**src/rtl/srcal_pkg.sv**
```systemverilog
package srcal_pkg;

  localparam int CODE_W = 3;
  localparam logic [CODE_W-1:0] CODE_FALLBACK = 3'd4;
  localparam logic [CODE_W-1:0] CODE_CEIL     = 3'd7;

  typedef enum logic [3:0] {
    ST_IDLE,
    ST_SETTLE,
    ST_CLKON,
    ST_WINSET,
    ST_MEASURE,
    ST_METEROFF,
    ST_CLKOFF,
    ST_DIVQ,
    ST_DIVR,
    ST_WRITE,
    ST_DONE
  } cal_state_e;

endpackage

```
**src/rtl/srcal_tick_timer.sv**
```systemverilog
module srcal_tick_timer #(
  parameter int W = 6
) (
  input  logic         clk_i,
  input  logic         rst_ni,
  input  logic         run_i,
  input  logic [W-1:0] last_i,
  output logic         last_o
);

  logic [W-1:0] cnt_q;

  assign last_o = run_i && (cnt_q == last_i);

  always_ff @(posedge clk_i or negedge rst_ni) begin
    if (!rst_ni)                cnt_q <= '0;
    else if (!run_i || last_o)  cnt_q <= '0;
    else                        cnt_q <= cnt_q + 1'b1;
  end

  // the interval counter never passes its terminal value
  assert_tick_bound_R4: assert property (@(posedge clk_i) disable iff (!rst_ni)
    run_i |-> (cnt_q <= last_i));

endmodule

```
**src/rtl/srcal_divider.sv**
```systemverilog
module srcal_divider #(
  parameter int W = 28
) (
  input  logic         clk_i,
  input  logic         rst_ni,
  input  logic         start_i,
  input  logic [W-1:0] dividend_i,
  input  logic [W-1:0] divisor_i,
  output logic         done_o,
  output logic [W-1:0] quot_o
);

  localparam int LW = $clog2(W + 1);

  logic [W:0]    rem_q;
  logic [W-1:0]  quo_q;
  logic [W-1:0]  dvs_q;
  logic [W-1:0]  dvd_q;
  logic [LW-1:0] left_q;
  logic          run_q;
  logic          done_q;

  logic [W:0]    rem_sh;
  logic          fits;

  assign rem_sh = {rem_q[W-1:0], quo_q[W-1]};
  assign fits   = (rem_sh >= {1'b0, dvs_q});
  assign done_o = done_q;
  assign quot_o = quo_q;

  always_ff @(posedge clk_i or negedge rst_ni) begin
    if (!rst_ni) begin
      rem_q  <= '0;
      quo_q  <= '0;
      dvs_q  <= '0;
      dvd_q  <= '0;
      left_q <= '0;
      run_q  <= 1'b0;
      done_q <= 1'b0;
    end else if (start_i) begin
      rem_q  <= '0;
      quo_q  <= dividend_i;
      dvs_q  <= divisor_i;
      dvd_q  <= dividend_i;
      left_q <= LW'(W);
      run_q  <= 1'b1;
      done_q <= 1'b0;
    end else begin
      done_q <= 1'b0;
      if (run_q) begin
        rem_q  <= fits ? (rem_sh - {1'b0, dvs_q}) : rem_sh;
        quo_q  <= {quo_q[W-2:0], fits};
        left_q <= left_q - 1'b1;
        if (left_q == LW'(1)) begin
          run_q  <= 1'b0;
          done_q <= 1'b1;
        end
      end
    end
  end

  // Exactness check on completion: quotient * divisor + remainder == dividend
  logic [2*W-1:0] recon;
  assign recon = ({{W{1'b0}}, quo_q} * {{W{1'b0}}, dvs_q}) + {{(W-1){1'b0}}, rem_q};

  // each division result is exact with a remainder below the divisor
  assert_div_exact_R7: assert property (@(posedge clk_i) disable iff (!rst_ni)
    done_q |-> (recon == {{W{1'b0}}, dvd_q}) && (rem_q < {1'b0, dvs_q}));

  // a zero divisor is never launched
  assert_div_nonzero_R9: assert property (@(posedge clk_i) disable iff (!rst_ni)
    start_i |-> (divisor_i != '0));

endmodule

```
**src/rtl/srcal_ctrl.sv**
```systemverilog
module srcal_ctrl
  import srcal_pkg::*;
#(
  parameter int CLK_PER_US = 4,
  parameter int SETTLE_US  = 1,
  parameter int POLL_US    = 10,
  parameter int TIMEOUT_US = 200,
  parameter int WINDOW     = 1024,
  parameter int SCALE      = 1000,
  parameter int REF_W      = 8,
  parameter int COEF_W     = 8,
  parameter int CNT_W      = 24,
  parameter int WIN_W      = 11,
  parameter int DIV_W      = 28
) (
  input  logic              clk_i,
  input  logic              rst_ni,
  input  logic              start_i,
  input  logic [REF_W-1:0]  ref_mhz_i,
  input  logic [COEF_W-1:0] coef_i,
  input  logic              fm_valid_i,
  input  logic [CNT_W-1:0]  fm_count_i,
  output logic              osc_en_o,
  output logic              frck_en_o,
  output logic              fm_en_o,
  output logic [WIN_W-1:0]  fm_window_o,
  output logic [CODE_W-1:0] sr_code_o,
  output logic              busy_o,
  output logic              done_o,
  output logic              div_start_o,
  output logic [DIV_W-1:0]  div_dividend_o,
  output logic [DIV_W-1:0]  div_divisor_o,
  input  logic              div_done_i,
  input  logic [DIV_W-1:0]  div_quot_i
);

  localparam int SETTLE_CYC = SETTLE_US * CLK_PER_US;
  localparam int POLL_CYC   = POLL_US * CLK_PER_US;
  localparam int NPOLL      = TIMEOUT_US / POLL_US;
  localparam int TMAX       = (SETTLE_CYC > POLL_CYC) ? SETTLE_CYC : POLL_CYC;
  localparam int TW         = $clog2(TMAX + 1);
  localparam int NP_W       = $clog2(NPOLL + 1);
  localparam int HALF       = SCALE / 2;

  // Arithmetic kept in functions so the formula is readable in one place
  function automatic logic [DIV_W-1:0] cal_numerator(input logic [REF_W-1:0] r,
                                                     input logic [COEF_W-1:0] c);
    return DIV_W'(r) * DIV_W'(c) * DIV_W'(WINDOW);
  endfunction

  function automatic logic [CODE_W-1:0] cal_clamp(input logic [DIV_W-1:0] q);
    return (q > DIV_W'(CODE_CEIL)) ? CODE_CEIL : q[CODE_W-1:0];
  endfunction

  cal_state_e        state_q;
  logic [NP_W-1:0]   npoll_q;
  logic [CNT_W-1:0]  count_q;
  logic [REF_W-1:0]  ref_q;
  logic [COEF_W-1:0] coef_q;
  logic [CODE_W-1:0] code_q;

  // Named internal events
  logic              tmr_run;
  logic [TW-1:0]     tmr_last;
  logic              tick;
  logic              poll_hit;
  logic              poll_giveup;
  logic              zero_count;

  assign tmr_run     = (state_q == ST_SETTLE) || (state_q == ST_MEASURE);
  assign tmr_last    = (state_q == ST_SETTLE) ? TW'(SETTLE_CYC - 1) : TW'(POLL_CYC - 1);
  assign poll_hit    = (state_q == ST_MEASURE) && tick && fm_valid_i;
  assign poll_giveup = (state_q == ST_MEASURE) && tick && !fm_valid_i &&
                       (npoll_q == NP_W'(NPOLL - 1));
  assign zero_count  = (count_q == '0);

  srcal_tick_timer #(.W(TW)) u_timer (
    .clk_i  (clk_i),
    .rst_ni (rst_ni),
    .run_i  (tmr_run),
    .last_i (tmr_last),
    .last_o (tick)
  );

  always_ff @(posedge clk_i or negedge rst_ni) begin
    if (!rst_ni) begin
      state_q <= ST_IDLE;
      npoll_q <= '0;
      count_q <= '0;
      ref_q   <= '0;
      coef_q  <= '0;
      code_q  <= CODE_FALLBACK;
    end else begin
      unique case (state_q)
        ST_IDLE: if (start_i) begin
          ref_q   <= ref_mhz_i;
          coef_q  <= coef_i;
          state_q <= ST_SETTLE;
        end
        ST_SETTLE:  if (tick) state_q <= ST_CLKON;
        ST_CLKON:   state_q <= ST_WINSET;
        ST_WINSET: begin
          npoll_q <= '0;
          state_q <= ST_MEASURE;
        end
        ST_MEASURE: if (tick) begin
          if (poll_hit || poll_giveup) begin
            count_q <= fm_count_i;
            state_q <= ST_METEROFF;
          end else begin
            npoll_q <= npoll_q + 1'b1;
          end
        end
        ST_METEROFF: state_q <= ST_CLKOFF;
        ST_CLKOFF: begin
          if (zero_count) begin
            code_q  <= CODE_FALLBACK;
            state_q <= ST_WRITE;
          end else begin
            state_q <= ST_DIVQ;
          end
        end
        ST_DIVQ: if (div_done_i) state_q <= ST_DIVR;
        ST_DIVR: if (div_done_i) begin
          code_q  <= cal_clamp(div_quot_i);
          state_q <= ST_WRITE;
        end
        ST_WRITE: state_q <= ST_DONE;
        ST_DONE:  state_q <= ST_IDLE;
        default:  state_q <= ST_IDLE;
      endcase
    end
  end

  assign osc_en_o    = (state_q != ST_IDLE) && (state_q != ST_DONE);
  assign frck_en_o   = (state_q == ST_CLKON) || (state_q == ST_WINSET) ||
                       (state_q == ST_MEASURE) || (state_q == ST_METEROFF);
  assign fm_window_o = ((state_q == ST_WINSET) || (state_q == ST_MEASURE)) ?
                       WIN_W'(WINDOW) : '0;
  assign fm_en_o     = (state_q == ST_MEASURE);
  assign sr_code_o   = code_q;
  assign busy_o      = (state_q != ST_IDLE);
  assign done_o      = (state_q == ST_DONE);

  assign div_start_o    = ((state_q == ST_CLKOFF) && !zero_count) ||
                          ((state_q == ST_DIVQ) && div_done_i);
  assign div_dividend_o = (state_q == ST_CLKOFF) ? cal_numerator(ref_q, coef_q)
                                                 : (div_quot_i + DIV_W'(HALF));
  assign div_divisor_o  = (state_q == ST_CLKOFF) ? DIV_W'(count_q) : DIV_W'(SCALE);

  // the free-run clock only runs under an enabled oscillator
  assert_frck_inside_osc_R3: assert property (@(posedge clk_i) disable iff (!rst_ni)
    frck_en_o |-> osc_en_o);

  // meter enabled only with free-run clock and the window presented
  assert_meter_needs_window_R3: assert property (@(posedge clk_i) disable iff (!rst_ni)
    fm_en_o |-> (frck_en_o && (fm_window_o == WIN_W'(WINDOW))));

  // the code only changes while the oscillator is still enabled
  assert_code_write_under_osc_R6: assert property (@(posedge clk_i) disable iff (!rst_ni)
    !$stable(code_q) |-> osc_en_o);

  // meter enable falls while the free-run clock stays on for that cycle
  assert_meter_before_clock_R6: assert property (@(posedge clk_i) disable iff (!rst_ni)
    $fell(fm_en_o) |-> frck_en_o);

  // a sequence only begins from the idle state
  assert_start_only_idle_R11: assert property (@(posedge clk_i) disable iff (!rst_ni)
    $rose(osc_en_o) |-> $past(!busy_o));

  // never more samples than the timeout allows
  assert_poll_limit_R5: assert property (@(posedge clk_i) disable iff (!rst_ni)
    fm_en_o |-> (npoll_q < NP_W'(NPOLL)));

  // done lasts a single cycle and returns to idle
  assert_done_pulse_R10: assert property (@(posedge clk_i) disable iff (!rst_ni)
    done_o |=> (!done_o && !busy_o));

endmodule

```
**src/rtl/srcal_seq.sv**
```systemverilog
module srcal_seq
  import srcal_pkg::*;
#(
  parameter int CLK_PER_US = 4,
  parameter int SETTLE_US  = 1,
  parameter int POLL_US    = 10,
  parameter int TIMEOUT_US = 200,
  parameter int WINDOW     = 1024,
  parameter int SCALE      = 1000,
  parameter int REF_W      = 8,
  parameter int COEF_W     = 8,
  parameter int CNT_W      = 24,
  localparam int WIN_W     = $clog2(WINDOW + 1)
) (
  input  logic              clk_i,
  input  logic              rst_ni,
  input  logic              start_i,
  input  logic [REF_W-1:0]  ref_mhz_i,
  input  logic [COEF_W-1:0] coef_i,
  input  logic              fm_valid_i,
  input  logic [CNT_W-1:0]  fm_count_i,
  output logic              osc_en_o,
  output logic              frck_en_o,
  output logic              fm_en_o,
  output logic [WIN_W-1:0]  fm_window_o,
  output logic [2:0]        sr_code_o,
  output logic              busy_o,
  output logic              done_o
);

  localparam int NUM_W  = REF_W + COEF_W + WIN_W;
  localparam int SC_W   = $clog2(SCALE + 1);
  localparam int BASE_A = (NUM_W > CNT_W) ? NUM_W : CNT_W;
  localparam int BASE_W = (BASE_A > SC_W) ? BASE_A : SC_W;
  localparam int DIV_W  = BASE_W + 1;

  logic             div_start;
  logic [DIV_W-1:0] div_dividend;
  logic [DIV_W-1:0] div_divisor;
  logic             div_done;
  logic [DIV_W-1:0] div_quot;

  srcal_ctrl #(
    .CLK_PER_US (CLK_PER_US),
    .SETTLE_US  (SETTLE_US),
    .POLL_US    (POLL_US),
    .TIMEOUT_US (TIMEOUT_US),
    .WINDOW     (WINDOW),
    .SCALE      (SCALE),
    .REF_W      (REF_W),
    .COEF_W     (COEF_W),
    .CNT_W      (CNT_W),
    .WIN_W      (WIN_W),
    .DIV_W      (DIV_W)
  ) u_ctrl (
    .clk_i          (clk_i),
    .rst_ni         (rst_ni),
    .start_i        (start_i),
    .ref_mhz_i      (ref_mhz_i),
    .coef_i         (coef_i),
    .fm_valid_i     (fm_valid_i),
    .fm_count_i     (fm_count_i),
    .osc_en_o       (osc_en_o),
    .frck_en_o      (frck_en_o),
    .fm_en_o        (fm_en_o),
    .fm_window_o    (fm_window_o),
    .sr_code_o      (sr_code_o),
    .busy_o         (busy_o),
    .done_o         (done_o),
    .div_start_o    (div_start),
    .div_dividend_o (div_dividend),
    .div_divisor_o  (div_divisor),
    .div_done_i     (div_done),
    .div_quot_i     (div_quot)
  );

  srcal_divider #(.W(DIV_W)) u_div (
    .clk_i      (clk_i),
    .rst_ni     (rst_ni),
    .start_i    (div_start),
    .dividend_i (div_dividend),
    .divisor_i  (div_divisor),
    .done_o     (div_done),
    .quot_o     (div_quot)
  );

endmodule

```
**config.mk**
```make
export PLATFORM = sky130hd
export DESIGN_NAME = srcal_seq
export DESIGN_NICKNAME = d
export VERILOG_FILES = /design/src/rtl/srcal_pkg.sv /design/src/rtl/srcal_tick_timer.sv /design/src/rtl/srcal_divider.sv /design/src/rtl/srcal_ctrl.sv /design/src/rtl/srcal_seq.sv
export SDC_FILE = /design/constraint.sdc
export NUM_CORES = 1
export LEC_CHECK = 0
export ABC_AREA = 1
export ABC_CLOCK_PERIOD_IN_PS = 4000
export BUFFER_PORTS_ARGS = -buffer_cell sky130_fd_sc_hd__clkbuf_2
export CORE_MARGIN = 1.5
export CORE_UTILIZATION = 50
export CTS_CLUSTER_DIAMETER = 30
export CTS_CLUSTER_SIZE = 12
export DETAILED_ROUTE_END_ITERATION = 10
export GPL_TIMING_DRIVEN = 0
export HOLD_SLACK_MARGIN = 0.05
export PLACE_DENSITY = 0.8
export RECOVER_POWER = 50
export SLEW_MARGIN = 15
export SYNTH_ARGS = -nofsm -noshare
export SYNTH_HDL_FRONTEND = slang
export SYNTH_SLANG_ARGS = --single-unit
```
**constraint.sdc**
```tcl
create_clock -name clk_i -period 4 [get_ports clk_i]
set_input_delay 0.4 -clock clk_i [delete_from_list [all_inputs] [get_ports clk_i]]
set_output_delay 0.4 -clock clk_i [all_outputs]
set_load 0.1 [all_outputs]
```
==> flow_metrics.py <==
metrics = {
    "floorplanning": {
        "floorplan.core_area_um2": 22600,
        "num_rows": 55,
        "die_w_um": 155,
        "die-area_um2": 24000,
        "die_h_um": 155,
        "io_pins": 63,
        "start_util_pct": 50.9,
    },
    "timing": {
        "setup_viol": 1,
        "max_freq_ghz": 0.246,
        "finalCriticalPeriod_ns": 4.06,
        "setup_tns_ns": -0.0597,
        "fin_ws_ns": -0.0597,
        "slew_viol_final": 66,
        "rsz0062_at_grt": "yes",
        "relSlewSlack_pct": -9.36,
        "post-route-period-util_pct": 101,
        "finClkSkew_ns": 0.0145,
        "finalHoldViolations": 0,
        "hold_slack_ns": 0.172,
        "worstMarginPinSlew_ns": 1.64,
    },
    "drt": {
        "ant_nets": 0,
        "detailroute.via_count": 10900,
        "drcViolationCount": 0,
        "vias_per_cell": 5.30,
        "drtPass1Iterations": 9,
        "drtIter0Drc": 841,
        "finalWirelength_um": 31800,
        "avgRoutedWirePerCell_um": 15.5,
    },
    "cts": {
        "cts_tree": "built",
        "cts_buffer_depth": 2,
        "path_clk_slew_ns": 0.07,
        "clock-root-buffer": "clkbuf_16",
        "cts_buffers": 17,
        "clock_sinks": 145,
        "clock_latency_ns": 0.44,
        "htree_levels": 4,
    },
    "final_layout": {
        "final_common_cell": "nand2_1",
        "layout_common_cells": "nand2_1 (502), inv_1 (291), dfrtp_1 (134)",
        "finalNonFillerCells": 2057,
        "area_growth_pct": 15.7,
        "nets": 1906,
        "final_area_um2": 13300,
        "drive_above_1_share_pct": 14.7,
        "antenna_cells": 0,
    },
    "synthesis": {
        "ys_ff_latch": 145,
        "syn-mean-instance-area_um2": 6.95,
        "synth_async_sr_flop_share_pct": 100,
        "synth_edf_count": 0,
        "ys.flop_type": "dfrtp_1",
        "yosys_warnings": 0,
        "seq_area_frac_synth_pct": 31.5,
        "syn-cell-area_um2": 11500,
        "syn_inst": 1659,
        "synth_cell_types": 47,
    },
    "global_route": {
        "grt_max_degree": 82,
        "grt_pass1_vias": 10600,
        "grt_use_total_pct": 26.7,
        "grt-ovfl-total": 0,
        "antenna_found_initial": 0,
        "grt_pass1_wl_um": 50900,
    },
    "critical_path": {
        "path_buf_inv": 4,
        "worstSetupPathType": "flop to flop",
        "setup.worst_path.start_class": "flop",
        "arrival_ns": 4.43,
        "cp_common_cell": "nand2_1",
        "cpPeakStageDelay_ns": 0.56,
        "cp-end-kind": "flop",
        "critPathTopFamily": "adder cells",
        "cp_slowest_cell": "fa_1",
        "worst-path-max-fanout": 8,
        "worstPathCellList": "buf_8, nand2_2, inv_2, fa_1, fa_1, fa_1, inv_2, fa_1, inv_2, ha_4, a21o_1, nor2_1, nand2_2, nand2_2, nand2_1, nand2_1, nand3_2, nand2_1, nand2_1, nand2_1",
        "crit_required_ns": 4.37,
    },
    "place": {
        "gp_congestion": 0.960,
        "postPlaceCellArea_um2": 12200,
        "port_buffers": 52,
        "dpl.hpwl_um": 23300,
        "dp_cells": 2006,
    },
    "worst_hold_path": {
        "hold_class": "primary input to flop",
    },
    "flow_run": {
        "max_cap_viol_count": 1,
    },
    "run_status": {
        "outcome": "complete, but fails checks",
        "violations": "capacitance limit, slew limit, setup timing",
    },
}
worst paths after layout:
kind	from	end	slack, ns	cells after the start
worst max register to register	u_ctrl.coef_q[7]	u_div.quot_o[24]	-0.06	20
worst min-delay path	ref_mhz_i[7]	u_ctrl.ref_q[7]	0.17	2
max in group asynchronous	rst_ni	u_ctrl.coef_q[2]	1.01	3
min in group asynchronous	rst_ni	u_div.rem_q[27]	0.91	2
worst min register to register	u_ctrl.u_timer.cnt_q[0]	u_ctrl.u_timer.cnt_q[0]	0.46	1
worst max-delay path	u_ctrl.coef_q[7]	u_div.quot_o[24]	-0.06	20
through the flow:
stage	util, %	setup WS, ns
6_report	58.9	-0.0597
2_1_floorplan	-	0.00884
4_1_cts	58.0	0.00240
5_1_grt	58.9	-0.219
3_5_place_dp	54.0	-0.413
3_3_place_gp	53.9	-0.359
registers in the layout, indices dropped and copies added (netlist names), 6 cells and up:
register,count
u_ctrl.u_timer.cnt_q,6
u_ctrl.count_q,24
u_ctrl.coef_q,8
u_div.quot_o,28
u_div.rem_q,28
u_ctrl.ref_q,8
u_div.dvs_q,24
kinds of logic (layout without fill, tap and decap cells):
family,after synthesis,after routing,share of synthesized area [%]
XOR/XNOR,26,26,1.97
adder cells (fa/ha/maj),103,103,13.6
AND/OR/NAND/NOR,830,830,30.1
multiplexers,15,15,1.45
AO/OA/AOI/OAI,169,169,8.19
other,1,10,0.0325
buffers and inverters,370,474,13.1
flip-flops,145,145,31.5
cells in the mapped netlist (2+ instances only):
master,n,area [µm²]
buf_6,7,78.8
nor3_2,2,20.0
inv_2,5,18.8
nor4_1,8,50.1
a21oi_1,62,310
clkbuf_1,22,82.6
o21bai_1,6,45.0
o211ai_1,7,52.6
nand3_1,89,445
mux2_1,3,33.8
nand3_2,2,20.0
inv_1,304,1140
a31oi_1,3,18.8
nand3b_1,8,60.1
nor3_1,24,120
nand2_4,3,33.8
nand2_1,520,1950
xnor2_1,12,105
nor2_1,133,499
a22oi_1,6,45.0
a21o_1,4,30.0
o21ai_1,19,95.1
dfrtp_1,144,3600
mux2_2,11,124
ha_1,66,826
o22ai_1,18,113
xor2_1,14,123
and2_1,2,12.5
fa_1,37,741
buf_2,14,70.1
o21ai_0,40,200
buf_4,15,113
nor2_2,3,18.8
or2_2,2,12.5
nor2_4,4,45.0
nand2_2,3,18.8
nand4_1,27,169
layer usage:
metal / part of all wire [%] / track usage (%) / up-vias
met4: 3.7 / 11.9 / 0
met1: 41 / 33.3 / 5147
met5: 0 / 0 / -
li1: - / - / 5335
met3: 5.5 / 3.79 / 76
met2: 49 / 46.3 / 341
final cells by class:
class	count	area, µm²
fill	1966	9300
multi-input combinational	1153	6690
sequential	145	3640
inverter	310	1160
timing repair buffer	82	495
clock buffer	17	425
buffer	50	357
tap	285	357
clock inverter	15	215
timing repair:
| action | 4_1_cts | 5_1_grt |
|---|---|---|
| endpoints found under the setup margin | 9 | 8 |
| pin swaps | 27 | 37 |
| resized for setup | 42 | 54 |
| hold buffers | 1 | 0 |
| buffers inserted | 19 | 9 |
| hold endpoints to repair | 64 | 0 |
Power is left out: the tool's default activity adds up to more than one toggle a clock period on the data nets, which glitch-free logic cannot reach.
